### config.mk
export PLATFORM = sky130hd
export DESIGN_NAME = pwm_gate_steer
export DESIGN_NICKNAME = d
export VERILOG_FILES = /design/src/rtl/pwm_steer_pkg.sv /design/src/rtl/pwm_steer_regs.sv /design/src/rtl/pwm_chop_carrier.sv /design/src/rtl/pwm_phase_steer.sv /design/src/rtl/pwm_gate_steer.sv
export SDC_FILE = /design/constraint.sdc
export NUM_CORES = 1
export LEC_CHECK = 0
export CORE_UTILIZATION = 46
export DETAILED_ROUTE_END_ITERATION = 7
export HOLD_SLACK_MARGIN = 0.08
export PLACE_DENSITY = 0.79
export SLEW_MARGIN = 30
export SYNTH_ARGS = -nofsm -noshare
export SYNTH_HDL_FRONTEND = slang
export SYNTH_SLANG_ARGS = --single-unit
### constraint.sdc
create_clock -name clk -period 1.7 [get_ports clk]
set_input_delay 0.34 -clock clk [delete_from_list [all_inputs] [get_ports clk]]
set_output_delay 0.34 -clock clk [all_outputs]
set_load 0.005 [all_outputs]
### src/rtl/pwm_steer_pkg.sv
package pwm_steer_pkg;

  typedef enum logic [1:0] {
    ADDR_EN    = 2'd0,
    ADDR_XO    = 2'd1,
    ADDR_CHOP  = 2'd2,
    ADDR_SPARE = 2'd3
  } cfg_addr_e;

  localparam int CHOP_HI_BIT_OFS = 0;
  localparam int CHOP_LO_BIT_OFS = 1;

endpackage

### src/rtl/pwm_steer_regs.sv
module pwm_steer_regs
  import pwm_steer_pkg::*;
#(
  parameter int PHASES = 3,
  parameter int DIV_W  = 8,
  parameter int CFG_W  = 16
) (
  input  logic                clk,
  input  logic                rst_n,
  input  logic                cfg_wr,
  input  logic [1:0]          cfg_addr,
  input  logic [CFG_W-1:0]    cfg_wdata,
  output logic [CFG_W-1:0]    cfg_rdata,
  output logic [2*PHASES-1:0] out_en,
  output logic [PHASES-1:0]   xover,
  output logic [DIV_W-1:0]    chop_div,
  output logic                chop_hi,
  output logic                chop_lo,
  output logic                chop_wr
);

  localparam int EN_W = 2 * PHASES;

  logic wr_en, wr_xo;

  assign wr_en   = cfg_wr && (cfg_addr == ADDR_EN);
  assign wr_xo   = cfg_wr && (cfg_addr == ADDR_XO);
  assign chop_wr = cfg_wr && (cfg_addr == ADDR_CHOP);

  always_ff @(posedge clk or negedge rst_n) begin
    if (!rst_n) begin
      out_en   <= '0;
      xover    <= '0;
      chop_div <= '0;
      chop_hi  <= 1'b0;
      chop_lo  <= 1'b0;
    end else begin
      if (wr_en) out_en <= cfg_wdata[EN_W-1:0];
      if (wr_xo) xover  <= cfg_wdata[PHASES-1:0];
      if (chop_wr) begin
        chop_div <= cfg_wdata[DIV_W-1:0];
        chop_hi  <= cfg_wdata[DIV_W+CHOP_HI_BIT_OFS];
        chop_lo  <= cfg_wdata[DIV_W+CHOP_LO_BIT_OFS];
      end
    end
  end

  always_comb begin
    cfg_rdata = '0;
    unique case (cfg_addr)
      ADDR_EN:   cfg_rdata[EN_W-1:0] = out_en;
      ADDR_XO:   cfg_rdata[PHASES-1:0] = xover;
      ADDR_CHOP: begin
        cfg_rdata[DIV_W-1:0]                = chop_div;
        cfg_rdata[DIV_W+CHOP_HI_BIT_OFS]    = chop_hi;
        cfg_rdata[DIV_W+CHOP_LO_BIT_OFS]    = chop_lo;
      end
      default:   cfg_rdata = '0;
    endcase
  end

  // spare address writes leave every register alone
  assert_spare_ignored_R10: assert property (@(posedge clk) disable iff (!rst_n)
    (cfg_wr && cfg_addr == ADDR_SPARE) |=>
      ($stable(out_en) && $stable(xover) && $stable(chop_div) &&
       $stable(chop_hi) && $stable(chop_lo)));

  // a write to the enable register lands on the next cycle
  assert_en_write_R4: assert property (@(posedge clk) disable iff (!rst_n)
    wr_en |=> (out_en == $past(cfg_wdata[EN_W-1:0])));

endmodule

### src/rtl/pwm_chop_carrier.sv
module pwm_chop_carrier #(
  parameter int DIV_W = 8
) (
  input  logic             clk,
  input  logic             rst_n,
  input  logic             restart,
  input  logic [DIV_W-1:0] div,
  output logic             carrier
);

  logic [DIV_W-1:0] cnt;

  always_ff @(posedge clk or negedge rst_n) begin
    if (!rst_n) begin
      cnt     <= '0;
      carrier <= 1'b1;
    end else if (restart) begin
      cnt     <= '0;
      carrier <= 1'b1;
    end else if (cnt == div) begin
      cnt     <= '0;
      carrier <= ~carrier;
    end else begin
      cnt     <= cnt + 1'b1;
    end
  end

  // a reconfiguring write restarts the carrier high with a cleared count
  assert_restart_high_R5: assert property (@(posedge clk) disable iff (!rst_n)
    restart |=> (carrier && cnt == '0));

  // the half-period counter never passes the divider
  assert_cnt_bound_R5: assert property (@(posedge clk) disable iff (!rst_n)
    cnt <= div);

  // the carrier holds until its half period is used up
  assert_hold_R5: assert property (@(posedge clk) disable iff (!rst_n)
    (!restart && cnt != div) |=> $stable(carrier));

endmodule

### src/rtl/pwm_phase_steer.sv
module pwm_phase_steer (
  input  logic clk,
  input  logic rst_n,
  input  logic pwm_hi,
  input  logic pwm_lo,
  input  logic xover,
  input  logic en_hi,
  input  logic en_lo,
  input  logic chop_hi,
  input  logic chop_lo,
  input  logic carrier,
  input  logic force_off,
  output logic gate_hi,
  output logic gate_lo
);

  logic sw_hi, sw_lo;
  logic ch_hi, ch_lo;

  // swap stage, then chopping by pin side, then enable, then override
  assign sw_hi = xover ? pwm_lo : pwm_hi;
  assign sw_lo = xover ? pwm_hi : pwm_lo;

  assign ch_hi = chop_hi ? (sw_hi & carrier) : sw_hi;
  assign ch_lo = chop_lo ? (sw_lo & carrier) : sw_lo;

  assign gate_hi = ch_hi & en_hi & ~force_off;
  assign gate_lo = ch_lo & en_lo & ~force_off;

  // override wins over every setting
  assert_force_off_R9: assert property (@(posedge clk) disable iff (!rst_n)
    force_off |-> (!gate_hi && !gate_lo));

  // a disabled pin never drives
  assert_disabled_quiet_R2: assert property (@(posedge clk) disable iff (!rst_n)
    (!en_hi |-> !gate_hi) and (!en_lo |-> !gate_lo));

  // a swapped, unchopped, enabled pair follows the opposite inputs
  assert_swap_R3: assert property (@(posedge clk) disable iff (!rst_n)
    (xover && en_hi && en_lo && !chop_hi && !chop_lo && !force_off) |->
      (gate_hi == pwm_lo && gate_lo == pwm_hi));

  // with the carrier low, a chopped high pin is off
  assert_chop_hi_R6: assert property (@(posedge clk) disable iff (!rst_n)
    (chop_hi && !carrier) |-> !gate_hi);

  // with the carrier low, a chopped low pin is off
  assert_chop_lo_R7: assert property (@(posedge clk) disable iff (!rst_n)
    (chop_lo && !carrier) |-> !gate_lo);

endmodule

### src/rtl/pwm_gate_steer.sv
module pwm_gate_steer #(
  parameter int PHASES = 3,
  parameter int DIV_W  = 8,
  parameter int CFG_W  = 16
) (
  input  logic              clk,
  input  logic              rst_n,
  input  logic              cfg_wr,
  input  logic [1:0]        cfg_addr,
  input  logic [CFG_W-1:0]  cfg_wdata,
  output logic [CFG_W-1:0]  cfg_rdata,
  input  logic [PHASES-1:0] pwm_hi,
  input  logic [PHASES-1:0] pwm_lo,
  input  logic              force_off,
  output logic [PHASES-1:0] gate_hi,
  output logic [PHASES-1:0] gate_lo
);

  localparam int EN_W = 2 * PHASES;

  logic [EN_W-1:0]   out_en;
  logic [PHASES-1:0] xover;
  logic [DIV_W-1:0]  chop_div;
  logic              chop_hi, chop_lo, chop_wr;
  logic              carrier;

  pwm_steer_regs #(.PHASES(PHASES), .DIV_W(DIV_W), .CFG_W(CFG_W)) u_regs (
    .clk       (clk),
    .rst_n     (rst_n),
    .cfg_wr    (cfg_wr),
    .cfg_addr  (cfg_addr),
    .cfg_wdata (cfg_wdata),
    .cfg_rdata (cfg_rdata),
    .out_en    (out_en),
    .xover     (xover),
    .chop_div  (chop_div),
    .chop_hi   (chop_hi),
    .chop_lo   (chop_lo),
    .chop_wr   (chop_wr)
  );

  pwm_chop_carrier #(.DIV_W(DIV_W)) u_carrier (
    .clk     (clk),
    .rst_n   (rst_n),
    .restart (chop_wr),
    .div     (chop_div),
    .carrier (carrier)
  );

  for (genvar p = 0; p < PHASES; p++) begin : g_phase
    pwm_phase_steer u_phase (
      .clk       (clk),
      .rst_n     (rst_n),
      .pwm_hi    (pwm_hi[p]),
      .pwm_lo    (pwm_lo[p]),
      .xover     (xover[p]),
      .en_hi     (out_en[2*p]),
      .en_lo     (out_en[2*p+1]),
      .chop_hi   (chop_hi),
      .chop_lo   (chop_lo),
      .carrier   (carrier),
      .force_off (force_off),
      .gate_hi   (gate_hi[p]),
      .gate_lo   (gate_lo[p])
    );
  end

  // reset leaves every pin quiet on the first cycle
  assert_reset_quiet_R1: assert property (@(posedge clk)
    $rose(rst_n) |-> (gate_hi == '0 && gate_lo == '0));

endmodule

# == After elaboration in Yosys (flattened, before gate mapping) ==
# Index checks and enable logic that the tools add are counted.
# op_classes
n_addsub,1
eq_ne,3
muxes,19
bitwise,20
reduce_logical,5
# op_table
operator,count
AND 1 bit,18
2-to-1 mux 8 bit,2
2-to-1 mux 1 bit,14
one-hot mux 3 bit (3 select lines),1
adder 8 x 1 -> 8 bit (second input constant),1
equality test 8 bit,1
one-hot mux 3 bit (2 select lines),1
2-to-1 mux 4 bit,1
logical AND 1 bit,3
equality test 2 x 1 -> 1 bit (second input constant),1
equality test 2 bit (second input constant),1
logical NOT 2 bit,1
inverter 1 bit,2
nonzero test 2 bit,1
# word_totals
regBits,28
inputBits,28
out_inout_bits,22
elab_cells,55

# == Logic depth before layout (Yosys ltp) ==
# Gate-level depths: netlist of run 1.
# depth
word_depth,5
ltp_mapped,6
ltp_nobuf,5

# == Hierarchy ==
# Synthesis of run 1 repeated with hierarchy kept, for this count alone.
# unflattened
cells_unflattened,134
hier_area_um2,1614.0
# modules_own_cells
module,instances,cells_per_inst,area_per_inst_um2,seq_area_each_um2
pwm_steer_regs,1,70,939.7,475.5
pwm_chop_carrier,1,46,483.0,226.5
pwm_phase_steer,3,6,63.8,0.0

# == Worst setup path after synthesis of run 1 ==
# OpenSTA, ideal clock, no wires.
# synth_timing
kind,input -> register
startpoint,in cfg_addr[0]
endpoint,reg u_regs.out_en[0]
setup_time_ns,0.125
arrival_time_ns,1.206
slack_ns,0.369
path_stages,3
path_buffers,1
cell_sequence,buf_4 -> nor3b_2 -> mux2_2
# synth_between
elab_chain_len,2
# synth_rtl
element,line_no,source
"start, declared",pwm_gate_steer.sv:9,"input logic [1:0] cfg_addr,"
logical NOT 2 bit,pwm_steer_regs.sv:26,assign wr_en = cfg_wr && (cfg_addr == ADDR_EN);
logical AND 1 bit,pwm_steer_regs.sv:26,
"end signal, assigned",pwm_steer_regs.sv:38,if (wr_en) out_en <= cfg_wdata[EN_W-1:0];
"end, declared",pwm_steer_regs.sv:14,"output logic [2*PHASES-1:0] out_en,"
# No other way between the ends.
# A chain may end at the register's enable or synchronous reset.

# == Worst setup path in the final report of run 1 ==
# layout_timing
startpoint,reg u_carrier.carrier
endpoint,out gate_lo[1]
# layout_between
elab_chain_len,4
# layout_rtl
element,line_no,source
"start, declared",pwm_chop_carrier.sv:8,output logic carrier
"start signal, assigned",pwm_chop_carrier.sv:22,carrier <= ~carrier;
AND 1 bit,pwm_phase_steer.sv:25,assign ch_lo = chop_lo ? (sw_lo & carrier) : sw_lo;
2-to-1 mux 1 bit,pwm_phase_steer.sv:25,
AND 1 bit (2 in series),pwm_phase_steer.sv:28,assign gate_lo = ch_lo & en_lo & ~force_off;
"end, declared",pwm_gate_steer.sv:16,output logic [PHASES-1:0] gate_lo
# No other way between the ends.

==> flow_summary.ini, run 1 <==
[run_status]
status = finished, violations left
violations = negative setup slack

[sta]
fin_crit_ps = 1837
max_freq_ghz = 0.5443
worst_slack_ps = -137.1
report.final.slew_viol_count = 0
finalSetupViolCount = 5
skew_ps = 11.90
hold_viol = 0
setup_tns_ps = -448.3
rsz0062_at_grt = yes
period_share = 1.081

[yosys]
synth_ff_type = dfrtp_1
syn-mean-instance-area_sq_um = 11.60
synth-seq-area-share = 0.4386
synth_seq_cells = 28
ys_types = 26
synth_top_area_frac = 0.4222
async_reset_ff_frac = 1.000
synth_edf_count = 0
syn_area_sq_um = 1600
netlist_instances = 138
yosysWarnings = 0
synth_top_cell_by_area = dfrtp_1
netlist_top_cells_area = dfrtp_1 42%, mux2_2 12%, mux2_4 7.5%

[clock_network]
cts_buffers = 3
cts_tree = done
cts_sinks = 28
worstSkewPairLatency_ps = 320
cts-root-buf = clkbuf_4
clk_pin_slew_ps = 140
hold_buffers = 0
clk_path_buf_depth = 2
h-tree-depth = 1

[setup_path]
cp_cell_sequence = inv_2, a21oi_2, buf_4, buf_6, and3_1, buf_2
critPathRequiredTime_ps = 1360
start_kind = register
cp_slowest_cell = dfstp_2
slowest_delay_ps = 560
critPathKind = register to output pin
endpoint_kind = output pin
r2r_cells = 4
cp_max_fo = 2
worstPathArrival_ps = 1500

[pwr]
swShare = 0.3031
p_sw_w = 0.0005740
seqPwrFrac = 0.510
power.density_nw_per_um2 = 905.6
p_clk_frac = 0.143
p_leak_nw = 1.003
comb_power_share = 0.346
ir_worst_vdd_mv = 0.4719
p_int_w = 0.001319

[global_routing]
antenna_found_initial = 0
first_global_vias = 1122
grt_max_degree = 29
overflow = 0
track_usage = 0.1902
grt_first_pass_wirelength_microns = 5106

[place]
portBuffers = 37
dp_hpwl_microns = 2384
gp_congestion = 0.8430

[final_layout]
syn_to_final_growth_pct = 30.65
fin_util = 0.6265
ff_latch_area_sq_um = 701.9
layout.nets = 218
nFillCells = 277
n_antenna_cell = 0
multi_input_area_sq_um = 807.0
drive_above_1_share = 0.3564

[route]
vias = 1117
final_antenna_net_count = 0
drc = 0
drt-total-wl_microns = 3222
wire_per_inst_microns = 13.77
drt_iter0_drc = 34
viasPerCell = 4.774
first_pass_iters = 4

[floorplanning]
dieArea_sq_um = 3719
ios = 50
die_h_microns = 60.98
rows = 21
core-area_sq_um = 3337
start_util = 0.4796
fp.dieW_microns = 60.98

[run]
max_cap_viol_count = 0

[worst_hold_path]
hp-class = input port to asynchronous set/reset pin
[worst max-delay path, delay by kind of cell, from the launching register on]
kind | cells | cell delay [ps]
and+or+nand+nor | 1 | 150
buffers and inverters | 4 | 360
AOI/OAI and AO/OA | 1 | 100
DFF | 1 | 560
[metrics by stage]
stage / setup slack (ps) / hold WS, ps / cell area (sq um) / power [W] / std cells
after floorplan: 369.4 / 44.41 / 1619 / 0.001372 / 143
after global placement: -431.2 / 498.1 / 2009 / 0.001599 / 222
after detailed placement: -447.3 / 498.4 / 2009 / 0.001624 / 222
after CTS: -142.7 / 378.6 / 2095 / 0.001907 / 235
after global routing: -245.5 / 377.0 / 2091 / 0.002034 / 234
final: -137.1 / 374.1 / 2091 / 0.001893 / 234
[cells by family after synthesis]
logic type / share of synthesized area
xor gates and xnor gates: 0.07662
AOI/OAI and AO/OA: 0.02424
muxes: 0.2322
DFF: 0.4386
other: 0.002343
adders and majority gates: 0.007817
and+or+nand+nor: 0.1384
buffers and inverters: 0.07975
[area by class of cell]
cell class,instances,area share
clock buffers,4,0.01257
inverters,2,0.003591
multi-input cells,98,0.3860
flip-flops and latches,28,0.3357
well taps,46,0.02753
repair buffers,56,0.2346
[synthesized netlist by cell type, drive strengths merged, types with 3 or more instances]
library cell and instances:
and3 8, xnor2 10, and2 5, nand2 6, mux2 25, buf 15, mux2i 6, dfrtp 27
nor2 11, xor2 4, nand4 3, o21ai 5
[state kept, by name, indices dropped and copies added, names as in the netlist]
register           count
u_regs.out_en          6
u_regs.chop_hi         1
u_regs.chop_lo         1
u_carrier.carrier      1
u_regs.xover           3
u_carrier.cnt          8
u_regs.chop_div        8
[path summary, 6_finish.rpt]
check	from	end	slack (ps)
max in group asynchronous	rst_n	u_carrier.carrier$_DFFE_PN1P_	1010
min in group clk	u_carrier.cnt[0]$_DFF_PN0_	u_carrier.cnt[0]$_DFF_PN0_	520
worst max-delay path	u_carrier.carrier$_DFFE_PN1P_	gate_lo[1]	-140
worst min-delay path	rst_n	u_regs.xover[1]$_DFFE_PN0P_	370
worst min register to register	u_carrier.cnt[0]$_DFF_PN0_	u_carrier.cnt[0]$_DFF_PN0_	520
worst max register to register	u_carrier.cnt[2]$_DFF_PN0_	u_carrier.cnt[6]$_DFF_PN0_	320
[placed cells by master, fill, tap and decap left out, drive strengths merged]
cell type and count:
a21oi 2, and2 5, and3 8, buf 26, clkbuf 7, clkdlybuf4s15 2
clkdlybuf4s50 19, conb 6, dfrtp 27, dfstp 1, dlygate4sd2 6, ha 1
inv 2, mux2 25, mux2i 6, nand2 6, nand3 2, nand3b 1
nand4 3, nor2 11, nor2b 1, nor3b 1, o21ai 5, or3 1
xnor2 10, xor2 4
[per-layer routing]
| layer | vias up | track usage | part of all wire |
|---|---|---|---|
| li1 | 556 | - | - |
| met1 | 532 | 0.2367 | 0.45 |
| met2 | 23 | 0.3375 | 0.51 |
| met3 | 6 | 0.02559 | 0.028 |
| met4 | 0 | 0.06818 | 0.013 |
| met5 | - | 0 | 0 |
[repair_timing]
action,4_1_cts,5_1_grt
resized for setup,50,9
pin swaps,2,0
gates cloned,0,0
endpoints found under the setup margin,16,11
buffers inserted,9,0
[power groups by stage]
stage / clock (W) / combinational (W) / sequential [W]
2_1_floorplan: 0 / 0.000437 / 0.000935
3_3_place_gp: 0 / 0.000627 / 0.000972
3_5_place_dp: 0 / 0.000646 / 0.000978
4_1_cts: 0.000282 / 0.000660 / 0.000966
5_1_grt: 0.000312 / 0.000730 / 0.000991
6_report: 0.000271 / 0.000656 / 0.000966
(Power assumes the default switching activity.)
==> run 2, diff against run 1 <==
Settings changed: CORE_UTILIZATION 46 to 40, HOLD_SLACK_MARGIN 0.08 to 0.02, PLACE_DENSITY 0.79 to 0.7.
==> flow_summary.ini, run 2 (synthesis gave the netlist of run 1 again) <==
[setup_path]
slowest_delay_ps = 550
start_kind = register
endpoint_kind = output pin
worstPathArrival_ps = 1460
cp_max_fo = 2
crit_buf_inv = 4
crit_family = flip-flops
cp_cell_sequence = inv_2, a21oi_2, buf_4, buf_6, and3_4, buf_6
critPathRequiredTime_ps = 1360
critPathKind = register to output pin
crit_top_cell = buf_6
cp_slowest_cell = dfstp_2

[pwr]
p_leak_nw = 1.024
ir_worst_vdd_mv = 0.5828
p_sw_w = 0.0006110
power.density_nw_per_um2 = 999.5
p_clk_frac = 0.243
p_int_w = 0.001540
swShare = 0.2841
total_power_w = 0.002151
seqPwrFrac = 0.451
comb_power_share = 0.306

[global_routing]
first_global_vias = 1241
use_met2 = 0.3131
overflow = 0
grt_max_degree = 29
grt.busiest_layer = met2
grt_first_pass_wirelength_microns = 5892
track_usage = 0.1823
grt_use_met1 = 0.2348
antenna_found_initial = 0
grt_util_met3 = 0.04167

[route]
drt_iter0_drc = 22
drc = 0
final_antenna_net_count = 0
viasPerCell = 4.957
vias = 1165
wire_per_inst_microns = 14.70
drt-total-wl_microns = 3455
first_pass_iters = 4

[floorplanning]
start_util = 0.4275
fp.dieW_microns = 65.25
ios = 50
core-area_sq_um = 3744
dieArea_sq_um = 4258
rows = 22
die_h_microns = 65.25

[place]
dp_hpwl_microns = 2502
post-place-cells = 223
gp_congestion = 0.8061
portBuffers = 37

[sta]
period_share = 1.058
setup_tns_ps = -257.3
fin_crit_ps = 1799
report.final.slew_viol_count = 0
max_freq_ghz = 0.5558
hold_viol = 0
timing.hold.ws_ps = 446.1
finalSetupViolCount = 6
rsz0062_at_grt = yes
skew_ps = 5.309
worst_slack_ps = -99.05

[final_layout]
layout.nets = 217
top_regs = u_carrier.cnt: 8 flops, u_regs.chop_div: 8 flops, u_regs.out_en: 6 flops
drive_above_1_share = 0.3636
mostFrequentLayoutCells = 27 x dfrtp_1, 19 x clkdlybuf4s50_1, 17 x mux2_2
final_cells = 235
syn_to_final_growth_pct = 34.48
n_antenna_cell = 0
final_common_cell = dfrtp_1

[clock_network]
cts_buffers = 3
worstSkewPairLatency_ps = 270
h-tree-depth = 1
cts-root-buf = clkbuf_8
hold_buffers = 0
cts_tree = done
clk_pin_slew_ps = 100
clk_path_buf_depth = 2
cts_sinks = 28

[run]
max_cap_viol_count = 0

[worst_hold_path]
hp-class = input port to asynchronous set/reset pin

[run_status]
status = finished, violations left
violations = negative setup slack
run 2: final timing paths:
| kind | from | endpoint | slack, ps | cells past startpoint |
|---|---|---|---|---|
| max reg2reg | u_carrier.cnt[4]$_DFF_PN0_ | u_carrier.cnt[3]$_DFF_PN0_ | 320 | 4 |
| min | rst_n | u_carrier.cnt[3]$_DFF_PN0_ | 450 | 2 |
| min in group clk | u_carrier.cnt[0]$_DFF_PN0_ | u_carrier.cnt[0]$_DFF_PN0_ | 520 | 1 |
| max in group asynchronous | rst_n | u_carrier.carrier$_DFFE_PN1P_ | 940 | 2 |
| min reg2reg | u_carrier.cnt[0]$_DFF_PN0_ | u_carrier.cnt[0]$_DFF_PN0_ | 520 | 1 |
| max | u_carrier.carrier$_DFFE_PN1P_ | gate_hi[2] | -100 | 6 |
run 2: timing repair:
item	4_1_cts	5_1_grt
buffers inserted	9	1
cloned	0	0
endpoints found under the setup margin	16	14
gates resized for setup	55	5
endpoints found under the hold margin	0	0
pin swaps	2	0
run 2: worst register-to-register path: stages, from the launching register on:
cell,delay [ps]
dfrtp_1,430
xnor2_1,190
nand4_1,170
o21ai_2,360
nor2_1,110
run 2: final cells by class:
type	instances	area, sq um
Fill cell	327	1592
Multi-Input combinational cell	98	819.5
Sequential cell	28	701.9
Timing Repair Buffer	55	491.7
Tap cell	48	60.06
Clock buffer	3	41.29
Clock inverter	1	30.03
Inverter	2	7.507
run 2: metrics by stage:
step | util | cell area, sq um | setup slack, ps
after floorplan | - | 1619 | 369.4
final | 0.5749 | 2152 | -99.05
after CTS | 0.5755 | 2155 | -108.5
after detailed placement | 0.5354 | 2004 | -457.9
after global placement | 0.5354 | 2004 | -430.8
after global routing | 0.5749 | 2152 | -176.3
run 2: power groups by stage:
stage | clock network, W | registers, W | logic (W)
floorplan | 0 | 0.000935 | 0.000437
global placement | 0 | 0.000974 | 0.000622
detailed placement | 0 | 0.000979 | 0.000640
CTS | 0.000533 | 0.000970 | 0.000661
finish | 0.000523 | 0.000970 | 0.000658
global route | 0.000561 | 0.000992 | 0.000717
run 2: routing by layer:
layer,up-vias,share of wire
met5,-,0
met4,0,0.0096
met3,4,0.048
met2,40,0.49
met1,575,0.45
li1,546,-
==> run 3, diff against run 2 <==
Settings changed: CORE_MARGIN set to 4, CTS_CLUSTER_DIAMETER set to 80, REMOVE_ABC_BUFFERS set to 1.
==> flow_summary.ini, run 3 (synthesis gave the netlist of run 1 again) <==
[run_status]
status = finished, violations left
violations = negative setup slack

[setup_path]
worstPathArrival_ps = 1420
worstReg2RegEnd = u_carrier.cnt[5]$_DFF_PN0_
slowest_delay_ps = 550
start_kind = register
cp_max_fo = 2
r2r_setup_slack_ps = 330
endpoint_kind = output pin
crit_family = flip-flops
cp_cell_sequence = inv_2, a21oi_2, buf_4, and3_4, buf_6
regToRegStartpoint = u_carrier.cnt[4]$_DFF_PN0_
critPathRequiredTime_ps = 1360
critPathKind = register to output pin
cp_slowest_cell = dfstp_2
crit_buf_inv = 3
r2r_cells = 4

[clock_network]
hold_buffers = 0
h-tree-depth = 1
cts_sinks = 28
cts_tree = done
cts_buffers = 3
worstSkewPairLatency_ps = 270
clk_path_buf_depth = 2
clk_pin_slew_ps = 90
cts-root-buf = clkbuf_8

[place]
gp_congestion = 0.8226
dp_hpwl_microns = 2667
post-place-cells = 222
portBuffers = 37

[global_routing]
antenna_found_initial = 0
track_usage = 0.1403
grt_max_degree = 29
overflow = 0
first_global_vias = 1218
grt_first_pass_wirelength_microns = 5644

[final_layout]
top_regs = u_carrier.cnt: 8 flops, u_regs.chop_div: 8 flops, u_regs.out_en: 6 flops
layout.nets = 213
syn_to_final_growth_pct = 30.49
nFillCells = 322
drive_above_1_share = 0.3224
final_cells = 231
n_antenna_cell = 0
final_common_cell = dfrtp_1
mostFrequentLayoutCells = 27 x dfrtp_1, 18 x clkdlybuf4s50_1, 17 x mux2_2
fin_util = 0.5537

[pwr]
power.density_nw_per_um2 = 1023
p_leak_nw = 1.004
total_power_w = 0.002136
ir_worst_vdd_mv = 0.6614

[floorplanning]
core-area_sq_um = 3771
rows = 22
ios = 50
fp.dieW_microns = 71.25
dieArea_sq_um = 5077
die_h_microns = 71.25
start_util = 0.4244

[sta]
max_freq_ghz = 0.5692
report.final.slew_viol_count = 0
worst_slack_ps = -56.93
skew_ps = 1.820
hold_viol = 0
finalSetupViolCount = 3
fin_crit_ps = 1757
setup_tns_ps = -127.8
rsz0062_at_grt = yes
period_share = 1.033
timing.hold.ws_ps = 438.6

[route]
final_antenna_net_count = 0
drt_iter0_drc = 78
viasPerCell = 4.887
drc = 0
vias = 1129
drt-total-wl_microns = 3457
wire_per_inst_microns = 14.97
first_pass_iters = 4

[worst_hold_path]
hp-class = input port to asynchronous set/reset pin

[run]
max_cap_viol_count = 0
[run 3: report_power, final]
| group | switching, W | internal, W | total (W) |
|---|---|---|---|
| clock | 0.000200 | 0.000315 | 0.000515 |
| sequential | 0.000153 | 0.000816 | 0.000968 |
| combinational | 0.000253 | 0.000400 | 0.000652 |
| total | 0.000605 | 0.00153 | 0.00214 |
[run 3: routing by layer]
| layer | part of all wire | vias to the layer above | track usage |
|---|---|---|---|
| li1 | - | 539 | - |
| met1 | 0.46 | 563 | 0.1800 |
| met2 | 0.49 | 25 | 0.2347 |
| met3 | 0.039 | 2 | 0.03647 |
| met4 | 0.0067 | 0 | 0.03758 |
| met5 | 0 | - | 0 |
[run 3: stage by stage]
step	area [sq um]	setup slack, ps
3_5_place_dp	1997	-546.1
6_report	2088	-56.93
5_1_grt	2088	-127.3
2_1_floorplan	1499	474.4
3_3_place_gp	1997	-496.9
4_1_cts	2086	-73.38
[run 3: worst max path at each step]
stage	startpoint	end	slack, ps	cells past startpoint
floorplan	u_carrier.carrier$_DFFE_PN1P_	gate_hi[0]	470	3
global placement	cfg_addr[0]	cfg_rdata[2]	-500	5
detailed placement	cfg_addr[0]	cfg_rdata[0]	-550	5
CTS	u_carrier.carrier$_DFFE_PN1P_	gate_lo[0]	-70	5
global route	u_carrier.carrier$_DFFE_PN1P_	gate_lo[0]	-130	5
finish	u_carrier.carrier$_DFFE_PN1P_	gate_lo[0]	-60	5
[run 3: final cells by class]
cell class	count	area, sq um	share of cell area
clock buffer	3	41.29	0.01977
clock inverter	1	30.03	0.01438
inverter	2	7.507	0.003595
multi-input combinational	98	809.5	0.3877
sequential	28	701.9	0.3361
tap	48	60.06	0.02876
timing repair buffer	51	437.9	0.2097
[run 3: what timing repair did]
item | 4_1_cts | 5_1_grt
setup endpoints to repair | 16 | 9
pin swaps | 11 | 3
buffers inserted | 5 | 0
gates resized for setup | 48 | 5
gates cloned | 0 | 0
